### src/rtl/spiq_pkg.sv
package spiq_pkg;
  typedef enum logic [1:0] {Q_IDLE, Q_FETCH, Q_LAUNCH, Q_RUN} q_state_e;
  typedef enum logic [1:0] {E_IDLE, E_EDGE, E_LAG} e_state_e;
  localparam logic [2:0] SEL_MODE  = 3'd0;
  localparam logic [2:0] SEL_QUEUE = 3'd1;
  localparam logic [2:0] SEL_IDLE  = 3'd2;
  localparam logic [2:0] SEL_CLR   = 3'd3;
  localparam logic [2:0] SEL_CMD   = 3'd4;
  localparam logic [2:0] SEL_TX    = 3'd5;
endpackage

### src/rtl/spiq_ram.sv
module spiq_ram #(
  parameter int W = 16,
  parameter int D = 16,
  localparam int AW = $clog2(D)
) (
  input  logic          clk,
  input  logic          we,
  input  logic [AW-1:0] waddr,
  input  logic [W-1:0]  wdata,
  input  logic [AW-1:0] raddr,
  output logic [W-1:0]  rdata
);
  logic [W-1:0] mem [D];

  always_ff @(posedge clk) begin
    if (we) mem[waddr] <= wdata;
    rdata <= mem[raddr];
  end
endmodule

### src/rtl/spiq_engine.sv
module spiq_engine import spiq_pkg::*; #(
  parameter int DW  = 16,
  parameter int HPW = 8,
  localparam int LW = $clog2(DW + 1),
  localparam int EW = LW + 1
) (
  input  logic           clk,
  input  logic           rst,
  input  logic           start,
  input  logic           abort,
  input  logic           cpol,
  input  logic           cpha,
  input  logic [LW-1:0]  len,
  input  logic [HPW-1:0] hp,
  input  logic [DW-1:0]  tx,
  input  logic           miso,
  output logic           sck,
  output logic           mosi,
  output logic           done,
  output logic [DW-1:0]  rx
);
  e_state_e       st;
  logic [HPW-1:0] cnt;
  logic [EW-1:0]  edge_n;
  logic [DW-1:0]  sh;
  logic [LW-1:0]  nb;
  logic           pol, pha;
  logic [HPW-1:0] hpe;
  logic           tick;
  logic [EW-1:0]  k;
  logic [LW-1:0]  sa;

  assign hpe  = (hp < HPW'(2)) ? HPW'(2) : hp;
  assign tick = (cnt == hpe - HPW'(1));
  assign k    = edge_n + EW'(1);
  assign sa   = LW'(DW) - len;
  assign mosi = sh[DW-1];

  always_ff @(posedge clk) begin
    if (rst) begin
      st <= E_IDLE; cnt <= '0; edge_n <= '0; sh <= '0; rx <= '0;
      nb <= '0; pol <= 1'b0; pha <= 1'b0; sck <= 1'b0; done <= 1'b0;
    end else begin
      done <= 1'b0;
      unique case (st)
        E_IDLE: begin
          sck <= cpol;
          if (start) begin
            pol <= cpol; pha <= cpha; nb <= len;
            sh <= tx << sa; rx <= '0; cnt <= '0; edge_n <= '0;
            st <= E_EDGE;
          end
        end
        E_EDGE: begin
          if (tick) begin
            cnt <= '0;
            edge_n <= k;
            sck <= ~sck;
            if (pha == 1'b0) begin
              if (k[0]) rx <= {rx[DW-2:0], miso};
              else if (k != {nb, 1'b0}) sh <= sh << 1;
            end else begin
              if (!k[0]) rx <= {rx[DW-2:0], miso};
              else if (k != EW'(1)) sh <= sh << 1;
            end
            if (k == {nb, 1'b0}) st <= E_LAG;
          end else begin
            cnt <= cnt + HPW'(1);
          end
        end
        E_LAG: begin
          if (tick) begin
            done <= 1'b1;
            st <= E_IDLE;
          end else begin
            cnt <= cnt + HPW'(1);
          end
        end
        default: st <= E_IDLE;
      endcase
      if (abort) st <= E_IDLE;
    end
  end

  assert_sck_min_half_R8: assert property (@(posedge clk) disable iff (rst)
    (st != E_IDLE && !$stable(sck)) |-> ($past(sck) == $past(sck, 2)));
  assert_bit_count_R3: assert property (@(posedge clk) disable iff (rst)
    done |-> (edge_n == {nb, 1'b0} && sck == pol));
endmodule

### src/rtl/spiq_master.sv
module spiq_master import spiq_pkg::*; #(
  parameter int DW     = 16,
  parameter int QDEPTH = 16,
  parameter int NCS    = 4,
  parameter int HPW    = 8
) (
  input  logic                      clk,
  input  logic                      rst,
  input  logic                      cfg_we,
  input  logic [2:0]                cfg_sel,
  input  logic [$clog2(QDEPTH)-1:0] cfg_idx,
  input  logic [DW-1:0]             cfg_wdata,
  input  logic [$clog2(QDEPTH)-1:0] rx_idx,
  output logic [DW-1:0]             rx_rdata,
  input  logic                      miso,
  input  logic                      ss_n,
  output logic                      sck_o,
  output logic                      mosi_o,
  output logic [NCS-1:0]            cs_n_o,
  output logic                      busy,
  output logic                      done,
  output logic                      fault
);
  localparam int QAW    = $clog2(QDEPTH);
  localparam int LW     = $clog2(DW + 1);
  localparam int CW     = $clog2(DW);
  localparam int HP_LSB = DW - HPW;

  q_state_e       state;
  logic [QAW-1:0] ptr, nqp_r, endp_r;
  logic           cpol_r, cpha_r, idle_sck, ss_q;
  logic [CW-1:0]  code_r;
  logic [HPW-1:0] hp_r;
  logic [NCS-1:0] idle_cs, cs_act;
  logic [NCS:0]   cmd_q;
  logic [DW-1:0]  tx_q, eng_rx;
  logic [LW-1:0]  len_cur;
  logic           eng_sck, eng_mosi, eng_done, go_req;

  function automatic logic [LW-1:0] len_of(input logic [CW-1:0] c);
    if (c == '0) return LW'(DW);
    else if (c < CW'(8)) return LW'(8);
    else return LW'(c);
  endfunction

  assign len_cur = cmd_q[NCS] ? len_of(code_r) : LW'(8);
  assign go_req  = cfg_we && cfg_sel == SEL_QUEUE && cfg_wdata[DW-1];
  assign busy    = (state != Q_IDLE);

  spiq_ram #(.W(NCS + 1), .D(QDEPTH)) u_cmd (
    .clk, .we(cfg_we && cfg_sel == SEL_CMD), .waddr(cfg_idx),
    .wdata(cfg_wdata[NCS:0]), .raddr(ptr), .rdata(cmd_q));
  spiq_ram #(.W(DW), .D(QDEPTH)) u_tx (
    .clk, .we(cfg_we && cfg_sel == SEL_TX), .waddr(cfg_idx),
    .wdata(cfg_wdata), .raddr(ptr), .rdata(tx_q));
  spiq_ram #(.W(DW), .D(QDEPTH)) u_rx (
    .clk, .we(eng_done && state == Q_RUN), .waddr(ptr),
    .wdata(eng_rx), .raddr(rx_idx), .rdata(rx_rdata));

  spiq_engine #(.DW(DW), .HPW(HPW)) u_eng (
    .clk, .rst, .start(state == Q_LAUNCH), .abort(!ss_q),
    .cpol(cpol_r), .cpha(cpha_r), .len(len_cur), .hp(hp_r), .tx(tx_q),
    .miso, .sck(eng_sck), .mosi(eng_mosi), .done(eng_done), .rx(eng_rx));

  always_ff @(posedge clk) begin
    if (rst) begin
      state <= Q_IDLE; ptr <= '0; nqp_r <= '0; endp_r <= '0;
      cpol_r <= 1'b0; cpha_r <= 1'b0; code_r <= '0; hp_r <= HPW'(2);
      idle_sck <= 1'b0; idle_cs <= '1; cs_act <= '1; ss_q <= 1'b1;
      done <= 1'b0; fault <= 1'b0;
      sck_o <= 1'b0; mosi_o <= 1'b0; cs_n_o <= '1;
    end else begin
      ss_q <= ss_n;
      if (cfg_we) begin
        unique case (cfg_sel)
          SEL_MODE: begin
            cpol_r <= cfg_wdata[0]; cpha_r <= cfg_wdata[1];
            code_r <= cfg_wdata[2 +: CW]; hp_r <= cfg_wdata[HP_LSB +: HPW];
          end
          SEL_QUEUE: begin
            nqp_r <= cfg_wdata[QAW-1:0]; endp_r <= cfg_wdata[2*QAW-1:QAW];
          end
          SEL_IDLE: begin
            idle_sck <= cfg_wdata[0]; idle_cs <= cfg_wdata[NCS:1];
          end
          SEL_CLR: begin
            if (cfg_wdata[0]) done <= 1'b0;
            if (cfg_wdata[1]) fault <= 1'b0;
          end
          default: ;
        endcase
      end
      unique case (state)
        Q_IDLE: if (go_req && !fault) begin
          ptr <= cfg_wdata[QAW-1:0]; endp_r <= cfg_wdata[2*QAW-1:QAW];
          done <= 1'b0; cs_act <= idle_cs; state <= Q_FETCH;
        end
        Q_FETCH:  state <= Q_LAUNCH;
        Q_LAUNCH: begin cs_act <= cmd_q[NCS-1:0]; state <= Q_RUN; end
        Q_RUN: if (eng_done) begin
          if (ptr == endp_r) begin done <= 1'b1; state <= Q_IDLE; end
          else begin ptr <= ptr + QAW'(1); state <= Q_FETCH; end
        end
        default: state <= Q_IDLE;
      endcase
      if (!ss_q) begin
        fault <= 1'b1;
        state <= Q_IDLE;
      end
      sck_o  <= busy ? eng_sck  : idle_sck;
      mosi_o <= busy ? eng_mosi : 1'b0;
      cs_n_o <= busy ? cs_act   : idle_cs;
    end
  end

  assert_fault_halts_R10: assert property (@(posedge clk) disable iff (rst)
    (!ss_q && state != Q_IDLE) |=> state == Q_IDLE);
  assert_fault_blocks_start_R10: assert property (@(posedge clk) disable iff (rst)
    (fault && state == Q_IDLE) |=> state == Q_IDLE);
  assert_done_releases_R7: assert property (@(posedge clk) disable iff (rst)
    $rose(done) |-> state == Q_IDLE);
  assert_cs_hold_R9: assert property (@(posedge clk) disable iff (rst)
    (state == Q_RUN && $past(state) == Q_RUN) |-> $stable(cs_act));
endmodule

### config.mk
export PLATFORM = sky130hd
export DESIGN_NAME = spiq_master
export DESIGN_NICKNAME = d
export VERILOG_FILES = /design/src/rtl/spiq_pkg.sv /design/src/rtl/spiq_ram.sv /design/src/rtl/spiq_engine.sv /design/src/rtl/spiq_master.sv
export SDC_FILE = /design/constraint.sdc
export NUM_CORES = 1
export LEC_CHECK = 0
export ABC_AREA = 1
export ABC_CLOCK_PERIOD_IN_PS = 4700
export CAP_MARGIN = 20
export CORE_MARGIN = 3
export CORE_UTILIZATION = 29
export CTS_BUF_LIST = sky130_fd_sc_hd__clkbuf_2
export CTS_CLUSTER_SIZE = 40
export DETAILED_ROUTE_END_ITERATION = 10
export DONT_BUFFER_PORTS = 1
export PLACE_DENSITY_LB_ADDON = 0.12
export REMOVE_ABC_BUFFERS = 1
export SETUP_SLACK_MARGIN = 0.5
export SLEW_MARGIN = 40
export SYNTH_ARGS = -nofsm -noshare
export SYNTH_HDL_FRONTEND = slang
export SYNTH_SLANG_ARGS = --single-unit
### constraint.sdc
create_clock -name clk -period 4.7 [get_ports clk]
set_input_delay 0.235 -clock clk [delete_from_list [all_inputs] [get_ports clk]]
set_output_delay 0.235 -clock clk [all_outputs]
set_load 0.01 [all_outputs]
==> impl_metrics.py, run 1 <==
metrics = {
    "outcome": {
        "status": "completed",
    },
    "floorplanning": {
        "rows": 116,
        "die_h_um": 325,
        "start_util": 0.294,
        "die_w_um": 325,
        "core_area_sq_um": 101000,
        "io_pins": 57,
        "die_area_sq_um": 106000,
    },
    "synth": {
        "syn_inst": 2570,
        "synth.top_cell.area_share": 0.601,
        "synth_fa_ha_area_frac": 0.00677,
        "muxShareOfSynthArea": 0.0227,
        "ys_types": 41,
        "dominantRegCellSynth": "edfxtp_1",
        "netlist_area_sq_um": 29600,
        "syn_avg_cell_area_sq_um": 11.5,
        "postSynth.asyncResetShare": 0,
        "synth_edf_count": 592,
        "yosysWarningCount": 0,
        "synth_xor_area_frac": 0.00550,
        "synthTopCellsByArea": "edfxtp_1, dfxtp_1, o21ai_0",
        "synth_seq_cells": 727,
        "synth-compound-area-share": 0.123,
        "yosys.area_share.simple": 0.106,
        "synth_top_family_by_area": "compound AO/OA/AOI/OAI gates",
        "seq_area_frac_synth": 0.693,
        "synth_largest_area_cell": "edfxtp_1",
    },
    "cts": {
        "cts.sinks": 727,
        "cts-root-buf": "clkbuf_2",
        "cts_tree": "built",
        "post_cts_buffers": 0,
        "cts_buffers": 196,
        "cts_buffer_depth": 3,
        "htree_num_levels": 4,
        "path_clk_slew_ps": 90,
        "clk_latency_ps": 1410,
    },
    "sta": {
        "min_period_ps": 3850,
        "hold_viol": 0,
        "drv_slew": 0,
        "fmax_mhz": 260,
        "finClkSkew_ps": 95.9,
        "rsz0062_at_grt": "no",
        "finalSetupViolCount": 0,
        "layout_setup_ws_ps": 847,
        "relSlewSlack": 0.388,
        "tightest_slew_ps": 918,
        "period_share": 0.820,
    },
    "drt": {
        "viasPerCell": 4.69,
        "drt-pass1-iter-count": 5,
        "dr_total_vias": 20300,
        "ant_nets": 0,
        "wl_mm": 84.3,
        "drtIter0Drc": 1400,
        "wire_per_inst_um": 19.5,
        "drc": 0,
    },
    "critical_path": {
        "rr_startpoint": "u_rx.mem[13][12]",
        "startpoint": "rx_idx[0]",
        "critPathMaxFanout": 125,
        "crit_chain": "dlygate4sd3_1 > buf_16 > buf_16 > a21oi_1 > dlygate4sd3_1 > o21ai_0 > dlygate4sd3_1 > o211ai_1 > dlygate4sd3_1 > o211ai_1 > dlygate4sd3_1 > nand2_1 > dlygate4sd3_1",
        "worst-path-buf-inv": 8,
        "critPathMaxStageDelay_ps": 790,
        "start_kind": "primary input",
        "crit_required_ps": 6000,
        "criticalPathCategory": "primary input to register",
        "worst_ep_arrival_time_ps": 5150,
        "path_delay_family": "buffers and inverters",
        "cpMostUsedCell": "dlygate4sd3_1",
        "slowest_stage": "dlygate4sd3_1",
        "cp-end-kind": "register",
    },
    "place": {
        "hpwl_mm": 47.2,
        "dp.cells": 3828,
        "dp_slack_ps": 1790,
        "gp_congestion": 0.744,
        "io_buffer_count": 0,
    },
    "finish": {
        "syn_to_final_growth_pct": 17.2,
        "instances_no_fill": 4324,
        "drive_above_1_share": 0.155,
        "nets": 2845,
    },
    "pwr": {
        "p_sw_frac": 0.336,
        "pwr-share-seq": 0.509,
        "intPower_mw": 10.7,
        "combinationalPowerShare": 0.196,
        "clockPowerShare": 0.295,
        "p_total_mw": 16.1,
        "power.net_switching_mw": 5.40,
        "p_leak_nw": 12.7,
        "power_density_nw_per_um2": 464,
        "ir_worst_vdd_mv": 0.240,
    },
    "grt": {
        "gr-total-overflow": 0,
        "antenna_found_initial": 3,
        "grt_first_pass_wirelength_mm": 127,
        "grt_pass1_vias": 20400,
        "grtUsageTotal": 0.158,
        "grt_max_degree": 182,
    },
    "min_path": {
        "worstHoldStart": "rx_idx[1]",
        "hold_path.class": "primary input to register",
    },
    "run": {
        "maxCapViolCount": 0,
    },
}
## routing by layer
layer | routed length [um] | track usage | up-vias
li1 | - | - | 9774
met1 | 39000 | 0.206 | 9955
met2 | 39600 | 0.258 | 420
met3 | 3850 | 0.0371 | 132
met4 | 1800 | 0.0555 | 0
met5 | 0 | 0 | -
## cell type report
type | instances | area (sq um)
clock inverters | 61 | 432
well taps | 1357 | 1700
clock buffers | 300 | 1500
inverters | 178 | 673
repair buffers | 176 | 1920
flip-flops and latches | 727 | 20500
diodes | 7 | 17.5
multi-input cells | 1518 | 7920
fillers | 10100 | 65900
## repair_timing
action,in CTS,in global routing
gates resized for setup,0,0
hold buffers,125,2
hold endpoints to repair,786,30
## Yosys cell counts (11+ instances only)
| library cell | instances |
|---|---|
| nand4_1 | 29 |
| buf_2 | 17 |
| mux2i_1 | 67 |
| buf_1 | 15 |
| nand2_1 | 308 |
| inv_1 | 172 |
| o211ai_1 | 81 |
| dfxtp_1 | 135 |
| ha_1 | 16 |
| xor2_1 | 11 |
| edfxtp_1 | 592 |
| o22ai_1 | 94 |
| nor2_1 | 337 |
| nand3_1 | 57 |
| o21ai_0 | 325 |
| a21oi_1 | 126 |
| nor3_1 | 18 |
| clkbuf_1 | 109 |
## metrics by stage
step                utilization  setup TNS, ps  instance area, sq um  hold slack, ps
global route              0.344              0                 34600             155
global placement          0.309              0                 31100             319
finish                    0.345              0                 34700             275
detailed placement        0.311              0                 31200             320
CTS                       0.344              0                 34600            1.67
floorplan                     -        -428590                 29000             304
## sequential cells by signal, summed over array words and instances, names as in the netlist, 4 cells and up
signal,count
code_r,4
cs_act,4
cs_n_o,4
endp_r,4
hp_r,8
idle_cs,4
ptr,4
u_cmd.mem,80
u_cmd.rdata,5
u_eng.cnt,8
u_eng.edge_n,6
u_eng.nb,5
u_eng.rx,16
u_eng.sh,16
u_rx.mem,256
u_rx.rdata,16
u_tx.mem,256
u_tx.rdata,16
## power groups by stage
stage / combinational, mW / sequential (mW) / clock, mW
finish: 3.15 / 8.19 / 4.75
global route: 3.58 / 8.28 / 5.36
floorplan: 2.01 / 8.14 / 0
global placement: 2.90 / 8.33 / 0
CTS: 3.16 / 8.22 / 5.01
detailed placement: 2.91 / 8.36 / 0
## cells in the final DEF, fill, tap and decap left out, drive strengths merged, types with 21 or more instances in the layout
cell         netlist  layout
o22ai             94      94
clkinv             3      47
dfxtp            135     135
nand3             58      58
mux2i             67      67
nor3              21      21
edfxtp           592     592
buf               38      67
dlygate4sd3        0     109
clkbuf           109     300
a21oi            127     127
inv              175     183
nand2            313     313
nand4             30      30
o211ai            81      81
o21ai            330     330
nor2             343     343
## worst paths after layout
kind	endpoint	cells past startpoint	slack, ps
hold reg to reg	cs_act[0]	2	480
setup reg to reg	u_rx.rdata[12]	11	960
hold / removal	u_rx.rdata[1]	7	270
setup / recovery	u_rx.rdata[12]	13	850
## logic make-up (layout without fill, tap and decap cells)
group	Yosys count	in the layout
AO/OA/AOI/OAI	650	650
other	0	7
adder cells (fa/ha/maj)	16	16
flip-flops	727	727
multiplexers	67	67
XOR/XNOR	17	17
AND/OR/NAND/NOR	768	768
buffers and inverters	325	715
## tightest hold or removal path, cell delays in order
cell	delay (ps)
a21oi_1	20
o21ai_0	70
o211ai_1	90
o211ai_1	80
dlygate4sd3_1	550
nand2_1	50
dlygate4sd3_1	540
Note: power is estimated with default switching activity, not from simulation.
==> inputs of run 2 (changes only) <==
ABC_CLOCK_PERIOD_IN_PS = 3600   (was 4700)
clock period = 3.6 ns   (was 4.7 ns; I/O delays follow)
==> run 2 against run 1 <==
Global-route usage barely moved. Die area did not move. Clock power is 29% higher. Design area fell by 0.30%. Sequential share of layout area is 0.18 points higher. Via count grew 0.71%. Critical path depth down 3. First-iteration DRC count shrank 1.5%. Core utilization shrank 0.10 points.
==> impl_metrics.py, run 2 (synthesis results as in run 1) <==
metrics = {
    "pwr": {
        "p_sw_frac": 0.337,
        "p_leak_nw": 12.7,
        "power_density_nw_per_um2": 608,
        "pwr-share-seq": 0.510,
        "power.net_switching_mw": 7.08,
        "intPower_mw": 13.9,
        "ir_worst_vdd_mv": 0.238,
        "p_total_mw": 21.0,
        "clockPowerShare": 0.292,
        "combinationalPowerShare": 0.197,
    },
    "drt": {
        "drt-pass1-iter-count": 5,
        "ant_nets": 0,
        "drtIter0Drc": 1379,
        "drc": 0,
        "viasPerCell": 4.72,
        "wire_per_inst_um": 19.6,
        "wl_mm": 85.0,
        "dr_total_vias": 20400,
    },
    "critical_path": {
        "cp-end-kind": "register",
        "startpoint": "rx_idx[1]",
        "worst_ep_arrival_time_ps": 4130,
        "criticalPathCategory": "primary input to register",
        "critPathMaxFanout": 63,
        "rr_worst_depth": 12,
        "rr_startpoint": "u_eng.edge_n[0]",
        "start_kind": "primary input",
        "crit_required_ps": 4870,
    },
    "floorplanning": {
        "die_w_um": 325,
        "die_area_sq_um": 106000,
        "core_area_sq_um": 101000,
        "rows": 116,
        "start_util": 0.294,
        "die_h_um": 325,
        "io_pins": 57,
    },
    "grt": {
        "grt_max_degree": 178,
        "grt_pass1_vias": 20700,
        "gr-total-overflow": 0,
        "grt_first_pass_wirelength_mm": 127,
        "antenna_found_initial": 7,
        "grtUsageTotal": 0.158,
    },
    "sta": {
        "holdWs_ps": 257,
        "relSlewSlack": 0.390,
        "finalSetupViolCount": 0,
        "drv_slew": 0,
        "fmax_mhz": 350,
        "finClkSkew_ps": 117,
        "tightest_slew_ps": 915,
        "period_share": 0.793,
        "layout_setup_ws_ps": 744,
        "rsz0062_at_grt": "no",
        "hold_viol": 0,
        "min_period_ps": 2860,
    },
    "cts": {
        "cts_tree": "built",
        "cts-root-buf": "clkbuf_2",
        "path_clk_slew_ps": 110,
        "cts_buffers": 196,
        "cts_buffer_depth": 3,
        "cts.sinks": 727,
        "htree_num_levels": 4,
        "clk_latency_ps": 1460,
    },
    "run": {
        "maxCapViolCount": 0,
    },
    "finish": {
        "top_regs": "u_rx.mem (256), u_tx.mem (256), u_cmd.mem (80)",
        "nets": 2847,
        "final_cell_mix": "edfxtp_1, o21ai_0, clkbuf_2, nand2_1, nor2_1",
        "drive_above_1_share": 0.160,
        "final_common_cell": "edfxtp_1",
        "instances_no_fill": 4329,
        "syn_to_final_growth_pct": 16.8,
        "nFillCells": 10100,
        "fin_area_sq_um": 34600,
    },
    "place": {
        "hpwl_mm": 47.2,
        "io_buffer_count": 0,
        "gp_congestion": 0.760,
        "dp_slack_ps": 660,
        "dp.cells": 3832,
        "post_dp_cell_area_sq_um": 31200,
    },
    "min_path": {
        "hold_path.class": "primary input to register",
        "worstHoldStart": "cfg_we",
        "whs_path_depth": 4,
    },
    "outcome": {
        "status": "completed",
    },
}
## run 2: area by class of cell
cell class / instances / area, sq um / area share
Sequential cell: 727 / 20500 / 0.593
Clock inverter: 52 / 348 / 0.0101
Timing Repair Buffer: 176 / 1830 / 0.0529
Antenna cell: 7 / 17.5 / 0.000507
Tap cell: 1357 / 1700 / 0.0491
Multi-Input combinational cell: 1520 / 7930 / 0.230
Inverter: 178 / 679 / 0.0197
Clock buffer: 312 / 1560 / 0.0452
## run 2: through the flow
stage	setup TNS [ps]	utilization
after global routing	0	0.343
after detailed placement	0	0.310
after global placement	0	0.310
after CTS	0	0.342
after floorplan	-693170	-
final	0	0.344
## run 2: power by group through the flow
stage,Sequential [mW],Clock (mW),Combinational [mW]
final,10.7,6.13,4.15
after global routing,10.8,6.91,4.71
after detailed placement,10.9,0,3.78
after global placement,10.9,0,3.73
after floorplan,10.6,0,2.63
after CTS,10.7,6.46,4.10
## run 2: per-layer routing
metal | share of wire | up-vias | track usage | wire length [um]
met5 | 0.00015 | - | 0 | 13
met1 | 0.44 | 9993 | 0.200 | 37800
met4 | 0.023 | 2 | 0.0574 | 1960
met3 | 0.052 | 143 | 0.0394 | 4420
met2 | 0.48 | 499 | 0.263 | 40800
li1 | - | 9788 | - | -
## run 2: critical path, stage by stage
cell and delay, ps:
dlygate4sd3_1 680, buf_16 290, inv_2 570, buf_4 410, o211ai_1 130, dlygate4sd3_1 570, o211ai_1 80, dlygate4sd3_1 570
nand2_1 50, dlygate4sd3_1 550
## run 2: final timing paths
kind | slack [ps] | endpoint
worst max-delay path | 740 | u_rx.rdata[0]
worst min-delay path | 260 | u_tx.mem[6][1]
worst max register to register | 920 | u_eng.sh[11]
worst min register to register | 480 | cs_act[3]
## run 2: repair_timing
action / in CTS / in global routing
hold buffers: 117 / 1
setup buffers: 0 / 6
setup endpoints to repair: 1 / 32
gates cloned: 0 / 2
endpoints found under the hold margin: 786 / 15
gates resized for setup: 1 / 5
pin swaps: 0 / 2
==> inputs of run 3 (changes only) <==
ABC_CLOCK_PERIOD_IN_PS = 2680   (was 3600)
clock period = 2.68 ns   (was 3.6 ns; I/O delays follow)
==> run 3 against run 2 <==
The run now ends with hold timing left. Setup slack got worse by 520 ps. Sequential power rose by 35%. Final cell count rose by 4.6%. First-iteration DRC count fell by 8.1%. Routed wire length rose by 4.5%. Critical path depth rose by 8. Combinational power rose by 73%. Clock skew fell by 9.8 ps. Via count rose by 4.9%. Sequential share of layout area fell by 3.9 points. Critical path type is now register to register. Largest cell class unchanged.
==> impl_metrics.py, run 3 (synthesis results as in run 1) <==
metrics = {
    "drt": {
        "wl_mm": 88.8,
        "viasPerCell": 4.74,
        "drtIter0Drc": 1267,
        "drt-pass1-iter-count": 8,
        "met2_length_mm": 43.1,
        "drc": 0,
        "dr_total_vias": 21400,
        "ant_nets": 0,
        "dr_wl_met3_mm": 4.60,
        "top_layer": "met5",
        "wire_per_inst_um": 19.6,
        "wl_met1_mm": 39.0,
    },
    "critical_path": {
        "start_kind": "register",
        "cp-end-kind": "register",
        "worst_ep_arrival_time_ps": 3830,
        "startpoint": "hp_r[3]",
        "criticalPathCategory": "register to register",
        "crit_required_ps": 4050,
        "rr_startpoint": "hp_r[3]",
        "critPathMaxFanout": 6,
    },
    "sta": {
        "finClkSkew_ps": 107,
        "min_period_ps": 2460,
        "tightest_slew_ps": 956,
        "drv_slew": 0,
        "period_share": 0.916,
        "hold_viol": 17,
        "fmax_mhz": 407,
        "rsz0062_at_grt": "yes",
        "finalSetupViolCount": 0,
        "relSlewSlack": 0.363,
        "setup_tns_ps": 0,
        "holdWs_ps": -1240,
    },
    "place": {
        "gp_congestion": 0.755,
        "hpwl_mm": 47.5,
        "io_buffer_count": 0,
    },
    "grt": {
        "grt_pass1_vias": 21400,
        "grtUsageTotal": 0.163,
        "antenna_found_initial": 6,
        "gr-total-overflow": 0,
        "grt_first_pass_wirelength_mm": 131,
        "grt_max_degree": 135,
    },
    "cts": {
        "path_clk_slew_ps": 110,
        "htree_num_levels": 4,
        "cts_tree": "built",
        "cts_buffers": 201,
        "cts-root-buf": "clkbuf_2",
        "cts.sinks": 727,
        "cts_buffer_depth": 3,
        "clk_latency_ps": 1480,
    },
    "run": {
        "maxCapViolCount": 0,
    },
    "outcome": {
        "status": "finished, violations left",
        "violations": "hold timing",
    },
    "finish": {
        "final_cell_mix": "edfxtp_1, o21ai_0, clkbuf_2, nor2_1, nand2_1",
        "nFillCells": 10000,
        "post-route-util": 0.368,
        "syn_to_final_growth_pct": 25.3,
        "drive_above_1_share": 0.194,
        "nets": 3037,
        "final_common_cell": "edfxtp_1",
        "top_regs": "u_rx.mem (256), u_tx.mem (256), u_cmd.mem (80)",
    },
    "pwr": {
        "power.net_switching_mw": 10.2,
        "p_leak_nw": 13.7,
        "p_total_mw": 30.1,
        "intPower_mw": 19.9,
        "clockPowerShare": 0.284,
        "combinationalPowerShare": 0.239,
        "power_density_nw_per_um2": 813,
        "ir_worst_vdd_mv": 0.387,
        "pwr-share-seq": 0.477,
        "p_sw_frac": 0.340,
    },
    "floorplanning": {
        "io_pins": 57,
        "die_area_sq_um": 106000,
        "die_w_um": 325,
        "start_util": 0.294,
        "rows": 116,
        "die_h_um": 325,
        "core_area_sq_um": 101000,
    },
    "min_path": {
        "hold_path.class": "primary input to register",
        "worstHoldStart": "rst",
    },
}
run 3: worst paths after layout:
check,cells past startpoint,slack [ps],end
min,1,-1240,ptr[2]
max,18,220,u_eng.rx[7]
min reg2reg,2,480,u_eng.sck
max reg2reg,18,220,u_eng.rx[7]
run 3: through the flow:
step	instance area (sq um)	hold WS [ps]	instances	worst slack [ps]
3_3_place_gp	31400	219	3852	128
6_report	37000	-1240	4526	224
2_1_floorplan	29000	203	2423	-4920
4_1_cts	36600	-1500	4501	180
5_1_grt	37000	-1450	4521	25.2
3_5_place_dp	31400	221	3852	73.6
run 3: final cells by class:
type,instances,area (sq um),share of cell area
Inverter,178,698,0.0188
Clock buffer,316,1580,0.0427
Antenna cell,9,22.5,0.000608
Clock inverter,58,420,0.0114
Tap cell,1357,1700,0.0458
Timing Repair inverter,3,31.3,0.000845
Sequential cell,727,20500,0.553
Multi-Input combinational cell,1521,8270,0.223
Timing Repair Buffer,357,3820,0.103
run 3: metal layers:
metal / GRT usage / vias to the layer above
met5: 0 / -
met4: 0.0637 / 2
met3: 0.0408 / 149
met2: 0.271 / 476
met1: 0.204 / 10600
li1: - / 10200
run 3: critical path, stage by stage (launching register included):
cell     delay, ps
dfxtp_2        370
nor2_4          40
nand2_2         80
inv_1           50
nand2_2         90
nand2_2         80
ha_4           270
xor2_1         150
nand2_1         70
nor2_1          90
nand3_1        100
nor2_2         130
nand4_4        160
nand2_8        150
nand2_8         90
buf_12         150
buf_16         130
a21oi_2        100
nor2_1          50
run 3: power groups by stage:
stage | Clock [mW] | Combinational, mW | Sequential (mW)
floorplan | 0 | 3.53 | 14.3
global placement | 0 | 5.19 | 14.6
detailed placement | 0 | 5.25 | 14.6
CTS | 8.96 | 6.49 | 14.4
global route | 9.56 | 7.97 | 14.5
finish | 8.55 | 7.19 | 14.4
run 3: timing repair:
item / CTS / global route
hold buffers: 259 / 7
setup buffers: 11 / 12
resized for setup: 53 / 100
setup endpoints to repair: 54 / 158
hold endpoints to repair: 786 / 29
pin swaps: 15 / 41
gates cloned: 5 / 3
